File: config.mk
export PLATFORM = sky130hd
export DESIGN_NAME = hexld_top
export DESIGN_NICKNAME = d
export VERILOG_FILES = /design/src/rtl/hexld_pkg.sv /design/src/rtl/hexld_char_class.sv /design/src/rtl/hexld_fsm.sv /design/src/rtl/hexld_top.sv
export SDC_FILE = /design/constraint.sdc
export NUM_CORES = 1
export LEC_CHECK = 0
export BUFFER_PORTS_ARGS = -buffer_cell sky130_fd_sc_hd__buf_2
export CAP_MARGIN = 10
export CORE_MARGIN = 2
export CORE_UTILIZATION = 53
export CTS_CLUSTER_DIAMETER = 60
export DETAILED_ROUTE_END_ITERATION = 6
export GPL_ROUTABILITY_DRIVEN = 0
export GPL_TIMING_DRIVEN = 0
export PLACE_DENSITY = 0.75
export RECOVER_POWER = 100
export SYNTH_ARGS = -nofsm -noshare
export SYNTH_HDL_FRONTEND = slang
export SYNTH_SLANG_ARGS = --single-unit
File: constraint.sdc
create_clock -name clk -period 2.1 [get_ports clk]
set_input_delay 0.315 -clock clk [delete_from_list [all_inputs] [get_ports clk]]
set_output_delay 0.315 -clock clk [all_outputs]
set_load 0.02 [all_outputs]
File: src/rtl/hexld_pkg.sv
package hexld_pkg;

    localparam logic [7:0] CH_LF   = 8'h0A;
    localparam logic [7:0] CH_CR   = 8'h0D;
    localparam logic [7:0] CH_SP   = 8'h20;
    localparam logic [7:0] CH_LOW  = 8'h30;
    localparam logic [7:0] CH_HIGH = 8'h46;
    localparam logic [7:0] CH_NINE = 8'h39;
    localparam logic [7:0] CH_A    = 8'h41;

    typedef enum logic [3:0] {
        ST_ADDR,
        ST_ASEP,
        ST_CNT,
        ST_HSKIP,
        ST_DHI,
        ST_DLO,
        ST_DSEP,
        ST_DSKIP,
        ST_DROP
    } hexld_state_e;

    typedef struct packed {
        logic       is_digit;
        logic [3:0] val;
        logic       is_lf;
        logic       is_cr;
        logic       is_sp;
    } char_class_t;

    function automatic char_class_t classify(input logic [7:0] c);
        char_class_t r;
        logic in_span;
        logic in_gap;
        in_span    = (c >= CH_LOW) && (c <= CH_HIGH);
        in_gap     = (c > CH_NINE) && (c < CH_A);
        r.is_digit = in_span && !in_gap;
        r.val      = (c <= CH_NINE) ? c[3:0] : 4'(c[3:0] + 4'd9);
        r.is_lf    = (c == CH_LF);
        r.is_cr    = (c == CH_CR);
        r.is_sp    = (c == CH_SP);
        return r;
    endfunction

endpackage

File: src/rtl/hexld_char_class.sv
module hexld_char_class
    import hexld_pkg::*;
(
    input  logic [7:0]  ch,
    output char_class_t cls
);
    assign cls = classify(ch);
endmodule

File: src/rtl/hexld_fsm.sv
module hexld_fsm
    import hexld_pkg::*;
#(
    parameter int ADDR_W     = 16,
    parameter int CNT_DIGITS = 2
) (
    input  logic              clk,
    input  logic              rst,
    input  logic              take,
    input  char_class_t       cls,
    output logic [ADDR_W-1:0] mem_addr,
    output logic [7:0]        mem_data,
    output logic              mem_we,
    output logic              rec_done,
    output logic              err
);
    localparam int ADDR_DIGITS = ADDR_W / 4;
    localparam int CNT_W       = 4 * CNT_DIGITS;
    localparam int MAXD        = (ADDR_DIGITS > CNT_DIGITS) ? ADDR_DIGITS : CNT_DIGITS;
    localparam int DC_W        = $clog2(MAXD + 1);

    hexld_state_e      state, st_n;
    logic [DC_W-1:0]   dcnt;
    logic [ADDR_W-1:0] addr_acc;
    logic [ADDR_W-1:0] cur_addr;
    logic [CNT_W-1:0]  remain;
    logic [3:0]        hi_nib;

    logic shift_addr, shift_cnt, clr_cnt, load_ptr, load_hi, do_write, bad, clr_dc;

    always_comb begin
        st_n       = state;
        shift_addr = 1'b0;
        shift_cnt  = 1'b0;
        clr_cnt    = 1'b0;
        load_ptr   = 1'b0;
        load_hi    = 1'b0;
        do_write   = 1'b0;
        bad        = 1'b0;
        clr_dc     = 1'b0;
        if (take && !cls.is_cr) begin
            unique case (state)
                ST_ADDR: begin
                    if (cls.is_digit) begin
                        shift_addr = 1'b1;
                        if (dcnt == DC_W'(ADDR_DIGITS - 1)) begin
                            st_n   = ST_ASEP;
                            clr_dc = 1'b1;
                        end
                    end else if (!(cls.is_lf && dcnt == '0)) begin
                        bad = 1'b1;
                    end
                end
                ST_ASEP: begin
                    if (cls.is_sp) begin
                        st_n    = ST_CNT;
                        clr_cnt = 1'b1;
                        clr_dc  = 1'b1;
                    end else bad = 1'b1;
                end
                ST_CNT: begin
                    if (cls.is_digit && dcnt < DC_W'(CNT_DIGITS)) shift_cnt = 1'b1;
                    else if (cls.is_sp && dcnt != '0) begin
                        st_n     = ST_HSKIP;
                        load_ptr = 1'b1;
                    end else bad = 1'b1;
                end
                ST_HSKIP: begin
                    if (cls.is_lf) begin
                        st_n   = (remain == '0) ? ST_ADDR : ST_DHI;
                        clr_dc = 1'b1;
                    end
                end
                ST_DHI: begin
                    if (cls.is_digit) begin
                        load_hi = 1'b1;
                        st_n    = ST_DLO;
                    end else bad = 1'b1;
                end
                ST_DLO: begin
                    if (cls.is_digit) begin
                        do_write = 1'b1;
                        st_n     = ST_DSEP;
                    end else bad = 1'b1;
                end
                ST_DSEP: begin
                    if (cls.is_sp) st_n = (remain == '0) ? ST_DSKIP : ST_DHI;
                    else bad = 1'b1;
                end
                ST_DSKIP, ST_DROP: begin
                    if (cls.is_lf) begin
                        st_n   = ST_ADDR;
                        clr_dc = 1'b1;
                    end
                end
                default: st_n = ST_ADDR;
            endcase
            if (bad) begin
                st_n   = cls.is_lf ? ST_ADDR : ST_DROP;
                clr_dc = 1'b1;
            end
        end
    end

    always_ff @(posedge clk) begin
        if (rst) begin
            state    <= ST_ADDR;
            dcnt     <= '0;
            addr_acc <= '0;
            cur_addr <= '0;
            remain   <= '0;
            hi_nib   <= '0;
            mem_we   <= 1'b0;
            mem_addr <= '0;
            mem_data <= '0;
            rec_done <= 1'b0;
            err      <= 1'b0;
        end else begin
            state    <= st_n;
            mem_we   <= do_write;
            rec_done <= do_write && (remain == CNT_W'(1));
            if (bad) err <= 1'b1;
            if (clr_dc) dcnt <= '0;
            else if (shift_addr || shift_cnt) dcnt <= dcnt + 1'b1;
            if (shift_addr) addr_acc <= {addr_acc[ADDR_W-5:0], cls.val};
            if (clr_cnt) remain <= '0;
            else if (shift_cnt) remain <= {remain[CNT_W-5:0], cls.val};
            else if (do_write) remain <= remain - 1'b1;
            if (load_ptr) cur_addr <= addr_acc;
            else if (do_write) cur_addr <= cur_addr + 1'b1;
            if (load_hi) hi_nib <= cls.val;
            if (do_write) begin
                mem_addr <= cur_addr;
                mem_data <= {hi_nib, cls.val};
            end
        end
    end
endmodule

File: src/rtl/hexld_top.sv
module hexld_top
    import hexld_pkg::*;
#(
    parameter int ADDR_W     = 16,
    parameter int CNT_DIGITS = 2
) (
    input  logic              clk,
    input  logic              rst,
    input  logic [7:0]        s_data,
    input  logic              s_valid,
    output logic              s_ready,
    output logic [ADDR_W-1:0] mem_addr,
    output logic [7:0]        mem_data,
    output logic              mem_we,
    output logic              rec_done,
    output logic              err
);
    char_class_t cls;
    logic        take;

    assign s_ready = !mem_we;
    assign take    = s_valid && s_ready;

    hexld_char_class u_cls (
        .ch  (s_data),
        .cls (cls)
    );

    hexld_fsm #(
        .ADDR_W     (ADDR_W),
        .CNT_DIGITS (CNT_DIGITS)
    ) u_fsm (
        .clk      (clk),
        .rst      (rst),
        .take     (take),
        .cls      (cls),
        .mem_addr (mem_addr),
        .mem_data (mem_data),
        .mem_we   (mem_we),
        .rec_done (rec_done),
        .err      (err)
    );
endmodule

==> results of run 1 <==
stage by stage:
step	cell area (um^2)	total power [mW]	setup TNS, ns
after floorplan	3990	1.73	0
after global placement	4300	1.80	-12.58
after detailed placement	4300	1.80	-15.50
after CTS	4510	2.85	0
after global routing	4600	2.95	-0.0164
final	4600	2.85	0
cells by family (layout without fill, tap and decap cells):
logic type,count (synthesis),in the layout,share of synthesized area
XOR/XNOR,15,15,0.0329
flip-flops,78,78,0.391
adder cells (fa/ha/maj),11,11,0.0345
AND/OR/NAND/NOR,198,198,0.244
multiplexers,8,8,0.0204
buffers and inverters,43,102,0.0498
AO/OA/AOI/OAI,130,130,0.227
sequential cells by signal, summed over array words and instances (netlist names), 3 cells and up:
name            flops
u_fsm.hi_nib        4
u_fsm.dcnt          3
u_fsm.state         4
u_fsm.mem_data      8
u_fsm.cur_addr     16
u_fsm.mem_addr     16
u_fsm.addr_acc     16
u_fsm.remain        8
metal layers:
metal | vias up | part of all wire | global-route usage
li1 | 1833 | - | -
met1 | 1737 | 0.46 | 0.321
met2 | 137 | 0.45 | 0.384
met3 | 20 | 0.067 | 0.0492
met4 | 0 | 0.019 | 0.0960
met5 | - | 0 | 0
power by group through the flow:
stage	clock network [mW]	logic [mW]	registers (mW)
floorplan	0	0.191	1.54
global placement	0	0.262	1.54
detailed placement	0	0.266	1.54
CTS	1.07	0.273	1.50
global route	1.12	0.320	1.51
finish	1.05	0.297	1.50
how the worst max path moves through the flow:
stage	endpoint	slack [ns]	cells after the start
finish	u_fsm.state[1]	0.06	6
global placement	u_fsm.addr_acc[13]	-0.35	10
global route	u_fsm.cur_addr[15]	-0.02	6
floorplan	u_fsm.addr_acc[6]	0.10	9
detailed placement	u_fsm.addr_acc[12]	-0.38	10
CTS	u_fsm.state[1]	0.006	7
layout make-up:
type / count / area [um^2]
Tap cell: 99 / 124
Buffer: 25 / 153
Clock buffer: 9 / 124
Fill cell: 700 / 2690
Inverter: 17 / 63.8
Sequential cell: 78 / 1560
Multi-Input combinational cell: 362 / 2310
Clock inverter: 7 / 57.6
Timing Repair Buffer: 44 / 205
layout by cell type (no fill, tap or decap), types with 5 or more instances in the layout:
master,n
a211oi_1,15
a21oi_1,55
a31oi_1,5
and3_1,5
buf_2,8
buf_4,13
clkbuf_1,37
clkbuf_2,5
clkbuf_8,9
dfxtp_1,76
ha_1,10
inv_1,17
mux2i_1,6
nand2_1,88
nand3_1,15
nand4_1,7
nor2_1,38
nor3_1,6
o21ai_0,12
xnor2_1,11
what timing repair did:
| item | 4_1_cts | 5_1_grt |
|---|---|---|
| gates cloned | 0 | 0 |
| gates resized for setup | 6 | 29 |
| pin swaps | 1 | 5 |
| endpoints found under the setup margin | 17 | 60 |
| setup buffers | 0 | 8 |
worst max-delay path, stage by stage, from the launching register on:
cell,delay [ns]
dfxtp_2,0.37
or4_4,0.59
nor3_4,0.26
a21bo_2,0.20
a21oi_1,0.06
or4_1,0.39
o21ai_1,0.09
==> impl_metrics.tcl, run 1 <==
set metrics [dict create \
    synth_area_per_cell_um2 8.27 \
    die_h_um 90.8 \
    netlist_instances 483 \
    swShare 0.288 \
    num_rows 31 \
    dp_hpwl_um 7070 \
    cp_max_fo 6 \
    synth_top_area_share 0.391 \
    cts.sinks 78 \
    ys_seq_elements 78 \
    ctsHoldBuffers 0 \
    viasPerCell 5.81 \
    async_reset_ff_frac 0 \
    area_delta_synth_final_pct 15.3 \
    synth_common_cells "nand2_1 (88), dfxtp_1 (78), a21oi_1 (55)" \
    finalCritPeriodShare 0.971 \
    synth.area.top_cells "dfxtp_1 (39%), nand2_1 (8.3%), a21oi_1 (6.9%)" \
    peakVddDrop_uv 431 \
    grt_pass1_wl_um 16100 \
    grt_max_degree 16 \
    hold_viol 0 \
    max_cap_viol_count 0 \
    path_class "flip-flop to flip-flop" \
    outcome "finished, final reports clean" \
    ioPinCount 39 \
    drtAntennaViolNets 0 \
    holdPathStages 3 \
    hold_start "rst" \
    die_x_um 90.8 \
    numCtsBuffers 9 \
    crit_path_start "u_fsm.remain[2]" \
    skew_ns 0.0164 \
    leakage_nw 1.57 \
    startpoint_type "flip-flop" \
    antenna_found_initial 0 \
    synthesis.area_um2 3990 \
    rr_endpoint "u_fsm.state[1]" \
    p_int_mw 2.03 \
    via_count 3727 \
    fmax_mhz 491 \
    rrSetupSlack_ns 0.06 \
    clk_pin_slew_ns 0.08 \
    synth_most_common_cell "nand2_1" \
    drive_gt1_frac 0.155 \
    finish.utilization 0.631 \
    fin_cells 641 \
    clkPwrFrac 0.369 \
    yosysSeqAreaShare 0.391 \
    reg2reg_from "u_fsm.remain[2]" \
    yosysTopAreaCell "dfxtp_1" \
    pwr-share-comb 0.104 \
    rr_worst_depth 6 \
    initial_utilization 0.548 \
    relSlewSlack 0.591 \
    core_um2 7290 \
    synth_edf_count 0 \
    power.switching_uw 823 \
    netlist-cell-type-count 73 \
    grt_pass1_vias 3410 \
    track_usage 0.241 \
    dpl.cell_count 618 \
    initialDrtViolationCount 269 \
    wl_um 10100 \
    numPortBuffers 36 \
    grt-ovfl-total 0 \
    fp.dieArea_um2 8240 \
    required_ns 2.38 \
    fin_ws_ns 0.0619 \
    hold_end "u_fsm.state[1]" \
    slew_violations 0 \
    worst_slew_pin_slew_ns 0.610 \
    cts_tree "done" \
    layout_min_cycle_time_ns 2.04 \
    worstSkewPairLatency_ns 0.36 \
    cts.path.max_buffers 2 \
    seq_power_share 0.527 \
    setup_viol 0 \
    power_density_nw_per_um2 620 \
    syn_nets 505 \
    root_buffer "clkbuf_8" \
    yosysWarningCount 0 \
    synthFlopType "dfxtp_1" \
    crit_path_end_kind "flip-flop" \
    drc 0 \
    min_path_type "input port to flip-flop" \
    crit_arrival_ns 2.32 \
    whs_ns 0.251 \
    nNetsFinal 559 \
    routedWlPerCell_um 15.7 \
    num_antenna_cells 0 \
    htree_num_levels 3 \
    place_worst_setup_slack_ns -0.385 \
    firstDrtPassIters 5 \
]
(Power assumes the default switching activity.)
==> inputs of run 2 (changes only) <==
- CORE_UTILIZATION: 53 -> 50
- PLACE_DENSITY: 0.75 -> 0.72
==> impl_metrics.tcl, run 2 (same netlist as run 1, synthesis figures left out) <==
set metrics [dict create \
    finish.utilization 0.592 \
    drtAntennaViolNets 0 \
    whs_ns 0.258 \
    cp_max_fo 10 \
    cts.path.max_buffers 2 \
    routedWlPerCell_um 15.6 \
    num_antenna_cells 0 \
    pwr-share-comb 0.102 \
    track_usage 0.234 \
    crit_arrival_ns 2.27 \
    initialDrtViolationCount 249 \
    wl_um 10100 \
    num_rows 32 \
    crit_path_end_kind "flip-flop" \
    fp.dieArea_um2 8720 \
    numCtsBuffers 9 \
    finalCritPeriodShare 0.981 \
    rsz0062_at_grt "true" \
    numPortBuffers 36 \
    grt_max_degree 14 \
    slew_violations 0 \
    multiInputGateArea_um2 2290 \
    clk_pin_slew_ns 0.08 \
    reg2reg_from "u_fsm.state[0]" \
    seq_power_share 0.519 \
    die_x_um 93.4 \
    mostFrequentLayoutCells "nand2_1 (88), dfxtp_1 (78), a21oi_1 (55)" \
    ioPinCount 39 \
    dp_hpwl_um 7250 \
    drive_gt1_frac 0.142 \
    die_h_um 93.4 \
    cts_tree "done" \
    worstSkewPairLatency_ns 0.35 \
    rr_endpoint "u_fsm.addr_acc[13]" \
    root_buffer "clkbuf_8" \
    finalSetupTns_ns 0 \
    drc 0 \
    grt_pass1_wl_um 16100 \
    power_density_nw_per_um2 633 \
    hold_viol 0 \
    leakage_nw 1.57 \
    grt-ovfl-total 0 \
    cts.sinks 78 \
    skew_ns 0.0121 \
    worst_slew_pin_slew_ns 0.723 \
    ctsHoldBuffers 0 \
    hold_end "u_fsm.state[1]" \
    final_common_cell "nand2_1" \
    via_count 3751 \
    swShare 0.263 \
    layout_min_cycle_time_ns 2.06 \
    htree_num_levels 3 \
    clkPwrFrac 0.379 \
    path_class "flip-flop to flip-flop" \
    peakVddDrop_uv 318 \
    viasPerCell 5.83 \
    reg_top3 "u_fsm.addr_acc x16, u_fsm.cur_addr x16, u_fsm.mem_addr x16" \
    fmax_mhz 485 \
    grt_pass1_vias 3330 \
    antenna_found_initial 0 \
    hold_start "rst" \
    relSlewSlack 0.514 \
    outcome "finished, final reports clean" \
    p_int_mw 2.13 \
    regArea_um2 1560 \
    holdPathStages 3 \
    power.switching_uw 763 \
    startpoint_type "flip-flop" \
    core_um2 7730 \
    rr_worst_depth 6 \
    area_delta_synth_final_pct 14.6 \
    rrSetupSlack_ns 0.04 \
    initial_utilization 0.517 \
    required_ns 2.30 \
    max_cap_viol_count 0 \
    min_path_type "input port to flip-flop" \
    firstDrtPassIters 6 \
    nFillCells 711 \
    setup_viol 0 \
    nNetsFinal 558 \
]
[run 2: cell count changes in the layout (fill, tap and decap cells not counted), moves of 2 or more]
cell	previous run	this run
buf_2	8	10
clkinv_2	1	3
dfxtp_1	76	78
dfxtp_2	2	0
clkinv_4	2	0
[run 2: power by group through the flow]
stage	clock, mW	sequential, mW	combinational (mW)
floorplan	0	1.54	0.191
global placement	0	1.54	0.262
detailed placement	0	1.54	0.267
CTS	1.11	1.50	0.273
global route	1.18	1.51	0.319
finish	1.10	1.50	0.295
[run 2: metrics by stage]
stage / power (mW) / instance area [um^2] / setup slack [ns] / std cells
after global routing: 3.00 / 4580 / -0.131 / 643
after global placement: 1.80 / 4300 / -0.378 / 621
after detailed placement: 1.80 / 4300 / -0.427 / 621
final: 2.90 / 4580 / 0.0391 / 643
after floorplan: 1.73 / 3990 / 0.104 / 483
after CTS: 2.88 / 4510 / 0.00331 / 636
[run 2: area by class of cell]
type,count,area share
clock buffers,10,0.0279
inverters,17,0.0139
plain buffers,25,0.0320
multi-input cells,362,0.500
well taps,102,0.0279
repair buffers,43,0.0432
flip-flops and latches,78,0.341
clock inverters,6,0.0134
[run 2: metal layers]
| metal | routed length, um | vias to the layer above | global-route usage |
|---|---|---|---|
| met5 | 0 | - | 0 |
| met4 | 106 | 0 | 0.0907 |
| met3 | 687 | 11 | 0.0314 |
| met2 | 4480 | 152 | 0.356 |
| met1 | 4780 | 1760 | 0.335 |
| li1 | - | 1828 | - |
[run 2: what timing repair did]
action                     CTS  global route
pin swaps                    1             5
resized for setup            3            21
setup endpoints to repair   24            53
setup buffers                0             7
cloned                       0             0
hold endpoints to repair     0             0
[run 2: worst max-delay path, stage by stage, from the launching register on]
cell and delay (ns):
dfxtp_1 0.34, clkbuf_2 0.22, nor4_1 0.69, nand2_1 0.25
clkbuf_2 0.25, nand2_1 0.11, a21oi_1 0.07
[run 2: worst max-delay path by stage]
stage	from	to	slack, ns	cells past startpoint
3_5_place_dp	s_data[1]	u_fsm.addr_acc[13]	-0.43	10
5_1_grt	u_fsm.state[0]	u_fsm.addr_acc[12]	-0.13	6
3_3_place_gp	s_data[1]	u_fsm.addr_acc[9]	-0.38	10
6_report	u_fsm.state[0]	u_fsm.addr_acc[13]	0.04	6
4_1_cts	u_fsm.remain[2]	u_fsm.state[1]	0.003	6
2_1_floorplan	s_data[1]	u_fsm.addr_acc[6]	0.10	9
